## src/rtl/lpm_pkg.sv

```systemverilog
package lpm_pkg;
  typedef enum logic [2:0] {
    ST_RUN   = 3'd0,
    ST_IDLE1 = 3'd1,
    ST_IDLE2 = 3'd2,
    ST_HALT  = 3'd3,
    ST_OSCW  = 3'd4
  } lpm_state_e;

  // enable vector order: {cpu, sys, wd, pll, osc}
  function automatic logic [4:0] en_for(lpm_state_e s);
    case (s)
      ST_RUN:   en_for = 5'b11111;
      ST_IDLE1: en_for = 5'b01111;
      ST_IDLE2: en_for = 5'b00111;
      ST_OSCW:  en_for = 5'b00001;
      default:  en_for = 5'b00000;
    endcase
  endfunction

  function automatic lpm_state_e sleep_for(logic [1:0] field);
    if (field[1])       sleep_for = ST_HALT;
    else if (field[0])  sleep_for = ST_IDLE2;
    else                sleep_for = ST_IDLE1;
  endfunction
endpackage

```

## src/rtl/lpm_wake_decode.sv

```systemverilog
module lpm_wake_decode
  import lpm_pkg::*;
(
  input  lpm_state_e st,
  input  logic       periph_irq,
  input  logic       wake_irq,
  input  logic       ext_any,
  output logic       wake_now,
  output logic       async_wake
);
  always_comb begin
    wake_now   = 1'b0;
    async_wake = 1'b0;
    case (st)
      ST_IDLE1: wake_now = periph_irq | ext_any;
      ST_IDLE2: begin
        wake_now   = wake_irq | ext_any;
        async_wake = ext_any;
      end
      default: ;
    endcase
  end
endmodule

```

## src/rtl/lpm_osc_timer.sv

```systemverilog
module lpm_osc_timer #(
  parameter int OSC_CYCLES = 16
) (
  input  logic clk,
  input  logic rst,
  input  logic run,
  output logic done
);
  localparam int CW = $clog2(OSC_CYCLES + 1);
  localparam logic [CW-1:0] LAST = CW'(OSC_CYCLES - 1);

  logic [CW-1:0] cnt_q;

  always_ff @(posedge clk) begin
    if (rst || !run)    cnt_q <= '0;
    else if (!done)     cnt_q <= cnt_q + 1'b1;
  end

  assign done = run && (cnt_q == LAST);

  assert_cnt_bound_R9: assert property (@(posedge clk) disable iff (rst)
    cnt_q <= LAST);
  assert_cnt_idle_R9: assert property (@(posedge clk) disable iff (rst)
    !run |=> (cnt_q == '0));
endmodule

```

## src/rtl/lpm_ext_sync.sv

```systemverilog
module lpm_ext_sync (
  input  logic clk,
  input  logic rst,
  input  logic ext_any,
  input  logic armed,
  input  logic adv,
  output logic irq
);
  logic prev_q, pend_q, s1_q, s2_q, irq_q;

  always_ff @(posedge clk) begin
    if (rst) begin
      prev_q <= 1'b0;
      pend_q <= 1'b0;
      s1_q   <= 1'b0;
      s2_q   <= 1'b0;
      irq_q  <= 1'b0;
    end else begin
      prev_q <= ext_any;
      irq_q  <= 1'b0;
      if (s2_q) begin
        irq_q  <= 1'b1;
        pend_q <= 1'b0;
        s1_q   <= 1'b0;
        s2_q   <= 1'b0;
      end else begin
        if (ext_any && !prev_q && armed) pend_q <= 1'b1;
        if (adv) begin
          s1_q <= pend_q;
          s2_q <= s1_q;
        end
      end
    end
  end

  assign irq = irq_q;

  assert_irq_single_R11: assert property (@(posedge clk) disable iff (rst)
    irq_q |=> !irq_q);
  assert_irq_follows_sync_R11: assert property (@(posedge clk) disable iff (rst)
    $rose(irq_q) |-> $past(s2_q));
endmodule

```

## src/rtl/lpm_clk_ctrl.sv

```systemverilog
module lpm_clk_ctrl
  import lpm_pkg::*;
#(
  parameter int CFG_W      = 16,
  parameter int MODE_LSB   = 12,
  parameter int N_EXT      = 4,
  parameter int OSC_CYCLES = 16
) (
  input  logic             clk,
  input  logic             rst,
  input  logic             cfg_wr,
  input  logic [CFG_W-1:0] cfg_wdata,
  input  logic             idle_req,
  input  logic             dev_rst,
  input  logic             periph_irq,
  input  logic             wake_irq,
  input  logic [N_EXT-1:0] ext_pin,
  input  logic             pdp_irq,
  output logic             cpu_clk_en,
  output logic             sys_clk_en,
  output logic             wd_clk_en,
  output logic             pll_en,
  output logic             osc_en,
  output logic             cpu_rst_start,
  output logic             irq_req
);
  localparam int MODE_MSB = MODE_LSB + 1;

  lpm_state_e st_q, st_d;
  logic [1:0] mode_q;
  logic [4:0] en_q;
  logic       rstart_q, rstart_d;
  logic       ext_any, wake_now, async_wake, osc_done;

  assign ext_any = (|ext_pin) | pdp_irq;

  lpm_wake_decode u_wake (
    .st(st_q), .periph_irq(periph_irq), .wake_irq(wake_irq),
    .ext_any(ext_any), .wake_now(wake_now), .async_wake(async_wake)
  );

  lpm_osc_timer #(.OSC_CYCLES(OSC_CYCLES)) u_osc (
    .clk(clk), .rst(rst), .run(st_q == ST_OSCW), .done(osc_done)
  );

  lpm_ext_sync u_sync (
    .clk(clk), .rst(rst), .ext_any(ext_any),
    .armed((st_q != ST_HALT) && (st_q != ST_OSCW)),
    .adv(en_q[3]), .irq(irq_req)
  );

  always_comb begin
    st_d     = st_q;
    rstart_d = 1'b0;
    if (dev_rst) begin
      case (st_q)
        ST_HALT: st_d = ST_OSCW;
        ST_OSCW: st_d = ST_OSCW;
        default: begin
          st_d     = ST_RUN;
          rstart_d = 1'b1;
        end
      endcase
    end else begin
      case (st_q)
        ST_RUN:   if (idle_req) st_d = sleep_for(mode_q);
        ST_IDLE1,
        ST_IDLE2: if (wake_now) st_d = ST_RUN;
        ST_OSCW:  if (osc_done) begin
          st_d     = ST_RUN;
          rstart_d = 1'b1;
        end
        default: ;
      endcase
    end
  end

  always_ff @(posedge clk) begin
    if (rst) begin
      st_q     <= ST_RUN;
      mode_q   <= 2'b00;
      en_q     <= 5'b11111;
      rstart_q <= 1'b0;
    end else begin
      st_q     <= st_d;
      en_q     <= en_for(st_d);
      rstart_q <= rstart_d;
      if (cfg_wr) mode_q <= cfg_wdata[MODE_MSB:MODE_LSB];
    end
  end

  assign cpu_clk_en    = en_q[4] | async_wake;
  assign sys_clk_en    = en_q[3] | async_wake;
  assign wd_clk_en     = en_q[2];
  assign pll_en        = en_q[1];
  assign osc_en        = en_q[0];
  assign cpu_rst_start = rstart_q;

  assert_rst_pulse_R10: assert property (@(posedge clk) disable iff (rst)
    rstart_q |=> !rstart_q);
  assert_rst_clocks_on_R10: assert property (@(posedge clk) disable iff (rst)
    rstart_q |-> (en_q == 5'b11111));
  assert_idle1_sys_on_R3: assert property (@(posedge clk) disable iff (rst)
    (st_q == ST_IDLE1) |-> (en_q[3] && !en_q[4]));
  assert_idle2_wd_on_R5: assert property (@(posedge clk) disable iff (rst)
    (st_q == ST_IDLE2) |-> (en_q[2:0] == 3'b111 && en_q[4:3] == 2'b00));
  assert_wake1_R4: assert property (@(posedge clk) disable iff (rst)
    (st_q == ST_IDLE1 && (periph_irq || ext_any)) |=> en_q[4]);
  assert_halt_stays_R8: assert property (@(posedge clk) disable iff (rst)
    (st_q == ST_HALT && !dev_rst) |=> (en_q == 5'b00000));
  assert_halt_exit_osc_R9: assert property (@(posedge clk) disable iff (rst)
    (st_q == ST_HALT && dev_rst) |=> (en_q == 5'b00001));
endmodule

```

## config.mk

```make
export PLATFORM = sky130hd
export DESIGN_NAME = lpm_clk_ctrl
export DESIGN_NICKNAME = d
export VERILOG_FILES = /design/src/rtl/lpm_pkg.sv /design/src/rtl/lpm_wake_decode.sv /design/src/rtl/lpm_osc_timer.sv /design/src/rtl/lpm_ext_sync.sv /design/src/rtl/lpm_clk_ctrl.sv
export SDC_FILE = /design/constraint.sdc
export NUM_CORES = 1
export LEC_CHECK = 0
export BUFFER_PORTS_ARGS = -buffer_cell sky130_fd_sc_hd__buf_2
export CAP_MARGIN = 20
export CORE_MARGIN = 2
export CORE_UTILIZATION = 50
export DETAILED_ROUTE_END_ITERATION = 6
export GPL_TIMING_DRIVEN = 0
export PLACE_DENSITY_LB_ADDON = 0.25
export SYNTH_ARGS = -nofsm -noshare
export SYNTH_HDL_FRONTEND = slang
export SYNTH_HIERARCHICAL = 1
export SYNTH_SLANG_ARGS = --single-unit
```

## constraint.sdc

```tcl
create_clock -name clk -period 4.3 [get_ports clk]
set_clock_uncertainty 0.15 [all_clocks]
set_input_delay 0.43 -clock clk [delete_from_list [all_inputs] [get_ports clk]]
set_output_delay 0.43 -clock clk [all_outputs]
set_load 0.05 [all_outputs]
```

# Word-level counts from Yosys, hierarchy flattened
# Index checks and enable logic that the tools add are counted.
[classes] add_sub_neg=1 n_mul=0 div_mod_pow=0 n_lt_le_gt_ge=0 eq_ne=10 shifts=0 n_mux=16 bitwise=6 n_reduce_logical=14
[ops] cell="one-hot mux 5 bit (4 select lines)" n=1
[ops] cell="2-to-1 mux 3 bit" n=5
[ops] cell="== test 3 x 2 -> 1 bit, second input constant" n=3
[ops] cell="one-hot mux 3 bit (3 select lines)" n=1
[ops] cell="== test 3 x 1 -> 1 bit, second input constant" n=2
[ops] cell="== test 3 bit, second input constant" n=2
[ops] cell="zero test 3 bit" n=2
[ops] cell="2-to-1 mux 1 bit" n=6
[ops] cell="OR reduction 2 bit" n=3
[ops] cell="adder 5 x 1 -> 5 bit, second input constant" n=1
[ops] cell="== test 5 x 4 -> 1 bit, second input constant" n=1
[ops] cell="bitwise OR 1 bit" n=5
[ops] cell="logical AND 1 bit" n=4
[ops] cell="2-to-1 mux 2 bit" n=2
[ops] cell="OR reduction 4 bit" n=1
[ops] cell="!= test 3 x 2 -> 1 bit, second input constant" n=1
[ops] cell="!= test 3 bit, second input constant" n=1
[ops] cell="OR reduction 3 bit" n=1
[ops] cell="zero test 1 bit" n=2
[ops] cell="one-hot mux 1 bit (2 select lines)" n=1
[ops] cell="logical OR 1 bit" n=1
[ops] cell="inverter 1 bit" n=1
[word_totals] register_bits=21 latchBits=0 ram_bits=0 romBits=0 elab_cells=57 mem_count=0

# Depth between registers and ports, before layout
[depth] word_depth=9 ltp_mapped=9 mapped_depth_nobuf=8

# By module
# The synthesis kept the hierarchy.
[modules_own_cells] module="lpm_clk_ctrl" n_inst=1 cells_per_inst=52 area_each_um2=483.0 seq_area_each_um2=200.2
[modules_own_cells] module="lpm_osc_timer" n_inst=1 cells_per_inst=25 area_each_um2=255.2 seq_area_each_um2=100.1
[modules_own_cells] module="lpm_ext_sync" n_inst=1 cells_per_inst=13 area_each_um2=161.4 seq_area_each_um2=100.1
[modules_own_cells] module="lpm_wake_decode" n_inst=1 cells_per_inst=5 area_each_um2=43.8 seq_area_each_um2=0.0

# Worst setup path before layout
# Ideal clock, no wire load.
[synth_timing] path_type="register to register" start="reg u_osc.cnt_q[0]" end="reg en_q[2]" arrival_time_ns=1.998 t_required_ns=4.086 slack_ns=2.087 stages_incl_launch_ff=10 path_buffers=1 path_cell_list="dfxtp_1 -> ha_1 -> and3_1 -> ha_1 -> buf_6 -> and2_1 -> or3b_1 -> a311o_1 -> nor2b_4 -> nor2_1"
[synth_between] elab_chain_cells=7
[synth_rtl] item="start: declaration" line="lpm_osc_timer.sv:12" source="logic [CW-1:0] cnt_q;"
[synth_rtl] item="start signal: assignment" line="lpm_osc_timer.sv:16" source="else if (!done) cnt_q <= cnt_q + 1'b1;"
[synth_rtl] item="== test 5 x 4 -> 1 bit *" line="lpm_osc_timer.sv:19" source="assign done = run && (cnt_q == LAST);"
[synth_rtl] item="logical AND 1 bit *" line="lpm_osc_timer.sv:19"
[synth_rtl] item="via osc_done" line="lpm_clk_ctrl.sv:33" source="logic ext_any, wake_now, async_wake, osc_done;"
[synth_rtl] item="2-to-1 mux 3 bit *" line="lpm_clk_ctrl.sv:69" source="ST_OSCW: if (osc_done) begin"
[synth_rtl] item="one-hot mux 3 bit (3 select lines) *" line="lpm_clk_ctrl.sv:65" source="case (st_q)"
[synth_rtl] item="2-to-1 mux 3 bit *" line="lpm_clk_ctrl.sv:55" source="if (dev_rst) begin"
[synth_rtl] item="== test 3 bit, or another cell as far along" line="lpm_pkg.sv:12" source="case (s)"
[synth_rtl] item="one-hot mux 5 bit (4 select lines) *" line="lpm_pkg.sv:12"
[synth_rtl] item="end signal: assignment" line="lpm_clk_ctrl.sv:86" source="en_q <= en_for(st_d);"
[synth_rtl] item="end: declaration" line="lpm_clk_ctrl.sv:31" source="logic [4:0] en_q;"
# The timed path passes the listed nets; every way through them passes the cells marked *.
# A chain may end at the register's enable or synchronous reset.

# Worst setup path in the final report
[layout_timing] start="reg u_osc.cnt_q[0]" end="reg en_q[4]"
# The elaborated chain is that of the path after synthesis.

==> out/results.txt <==
Cell Rows - 15
GPL Wtd Cong - 0.7055
cell area after synthesis - 943.4 um2
flops & latches, synth - 20
status - completed
CP endpoint kind - flip-flop
Slew Limit Fails - 0
initial core utilization - 54.05%
Final setup viols - 0
ys flop type - dfxtp_1
global-route usage over all layers - 17.17%
Max IR drop VDD - 206.0 uV
peak fanout along the critical path - 7
Reg clk slew, reported paths - 0.11 ns
PortBufs - 20
Max Cap Viol - 0
# clock sinks - 20
RSZ-0062 raised after global routing - no
sequential fraction of the synthesis area - 42.44%
Post-DRT Antenna Nets - 0
min Tclk post-route - 2.382 ns
routed wire length - 1731 um
Post-layout nets - 150
first-pass GRT wire length - 2697 um
largest net degree at the start of global routing - 13
Via-to-Cell Ratio - 5.118
postcts setup bufs - 0
core footprint - 0.001745 mm2
Syn-to-layout area delta - 19.50%
post-route design area - 0.001127 mm2
IO Pins - 35
hold_buf cts - 0
Fin. Hold Viols - 0
Syn Area/Cell - 9.931 um2
Gate Count Post-Synth - 95
Final period util - 55.40%
vias in the first global route - 642
Sum Neg Setup Slack - 0 ns
Highest Clock Rate - 0.4198 GHz
die height - 47.44 um
share of cells above drive strength 1 - 32.77%
max_slew headroom - 70.16%
CTS Root Cell - clkbuf_4
Arr. time, crit path - 2.49 ns
PwrDens - 346.8 mW/mm2
cts repair resizes - 0
placed wire-length estimate - 1259 um
Post-synth EDFFs - 0
DRC violations left - 0
TritonCTS clock tree - yes
total power - 391.0 uW
GRT overflow - 0
type of origin of the critical path - flip-flop
initial drt markers - 5
# H-tree levels - 1
number of fill cells in the layout - 159
Die ar. - 0.002250 mm2
number of diodes - 0
dpl cell area - 0.001075 mm2
Least-Margin Pin Slew - 0.4413 ns
Syn Nets - 125
worst hold path type - in2reg
total number of vias - 737
Worst Path Required - 4.41 ns
CP Class - reg2reg
Routed wire per std cell - 12.02 um
Netlist cell types - 36
CTS Buf Count - 3
Pleak - 0.0005294 uW
initial antenna violation count - 0
post-synthesis async set-or-reset flop share - 0%
fin util - 64.59%
die span in x - 47.44 um
worst-skew pair later-pin latency - 0.30 ns
Max clock buf depth - 2
drt pass-1 iters - 4
warning count from the yosys run - 6
## flip-flops by register name (all words and copies together), names as in the netlist
| register | count |
|---|---|
| u_osc/cnt_q | 5 |
| en_q | 4 |
| st_q | 3 |
| mode_q | 2 |
| cpu_rst_start | 1 |
| u_sync/irq | 1 |
| u_sync/pend_q | 1 |
| u_sync/prev_q | 1 |
| u_sync/s1_q | 1 |
| u_sync/s2_q | 1 |
## power breakdown
group | switching [uW] | total (uW) | internal [uW]
combinational | 23.2 | 42.3 | 19.1
sequential | 5.09 | 197 | 192
clock | 57.4 | 152 | 94.3
total | 85.7 | 391 | 305
## final timing paths
| check | start | slack, ns | endpoint | cells after the start |
|---|---|---|---|---|
| setup / recovery | u_osc/cnt_q[0]$_SDFFE_PP0N_ | 1.92 | en_q[4]$_SDFF_PP1_ | 9 |
| hold / removal | cfg_wdata[13] | 0.21 | mode_q[1]$_SDFFE_PP0P_ | 3 |
| setup reg to reg | u_osc/cnt_q[0]$_SDFFE_PP0N_ | 1.92 | en_q[4]$_SDFF_PP1_ | 9 |
| hold reg to reg | u_sync/s2_q$_SDFF_PP0_ | 0.32 | u_sync/s1_q$_SDFFE_PP0P_ | 1 |
## layout make-up
cell class | count | area [um2] | share of cell area, %
inverter | 4 | 15.01 | 1.332
tap | 25 | 31.28 | 2.775
clock inverter | 1 | 30.03 | 2.664
clock buffer | 3 | 22.52 | 1.998
buffer | 3 | 26.28 | 2.331
sequential | 20 | 400.4 | 35.52
timing repair buffer | 20 | 100.1 | 8.879
multi-input combinational | 68 | 501.7 | 44.51
## worst max-delay path, stage by stage, from the launching register on
cell     delay [ns]
dfxtp_1        0.44
ha_1           0.19
and3_1         0.16
ha_1           0.15
buf_6          0.13
and2_1         0.14
or3b_1         0.35
a311o_1        0.40
nor2b_1        0.13
o21a_1         0.11
## layer usage
| layer | wire, um | GRT usage (%) | up-vias |
|---|---|---|---|
| met3 | 64 | 2.264 | 6 |
| met5 | 0 | 0 | - |
| li1 | - | - | 377 |
| met1 | 785 | 21.60 | 337 |
| met4 | 28 | 8.333 | 0 |
| met2 | 852 | 28.92 | 17 |
## logic make-up (layout without fill, tap and decap cells)
group | after synthesis | after routing | share of synthesized area, %
compound gates | 11 | 11 | 9.283
xor+xnor | 4 | 4 | 3.714
fa+ha+maj | 2 | 2 | 2.652
buf+inv | 7 | 31 | 4.376
flops | 20 | 20 | 42.44
mux | 5 | 5 | 5.305
simple gates | 46 | 46 | 32.23
## cell usage after synthesis, types with 2 or more instances
cell type | instances | area (um2)
dfxtp_1 | 20 | 400.4
nor2_1 | 15 | 56.30
mux2i_1 | 5 | 50.05
a21oi_1 | 4 | 20.02
inv_1 | 4 | 15.01
nor2b_1 | 3 | 18.77
or2_2 | 3 | 18.77
and2b_1 | 2 | 15.01
and3_1 | 2 | 12.51
buf_4 | 2 | 15.01
ha_1 | 2 | 25.02
nand2_1 | 2 | 7.510
nand2b_1 | 2 | 12.51
nor3b_1 | 2 | 15.01
nor4b_1 | 2 | 17.52
o21a_1 | 2 | 15.01
or3b_2 | 2 | 17.52
xnor2_1 | 2 | 17.52
xor2_1 | 2 | 17.52
## per-stage QoR
stage               cells  worst slack [ns]  hold WS [ns]
floorplan              95             2.087        0.2737
global route          144             1.781        0.2161
CTS                   144             1.916        0.2107
finish                144             1.918        0.2098
detailed placement    140             1.937        0.3068
global placement      140             1.953        0.2989
## cells in the final DEF, fill, tap and decap left out, types with 2 or more instances in the layout
cell / netlist / layout
buf_4: 2 / 2
nand2b_1: 2 / 2
ha_1: 2 / 2
nor2b_1: 3 / 3
inv_1: 4 / 4
xor2_1: 2 / 2
o21a_1: 2 / 2
or3b_2: 2 / 2
and2b_1: 2 / 2
mux2i_1: 5 / 5
nor2_1: 15 / 15
or2_2: 3 / 3
nand2_1: 2 / 2
clkbuf_4: 0 / 3
xnor2_1: 2 / 2
a21oi_1: 4 / 4
and3_1: 2 / 2
nor4b_1: 2 / 2
nor3b_1: 2 / 2
dfxtp_1: 20 / 20
buf_2: 0 / 20
Note: power is estimated with default switching activity, not from simulation.
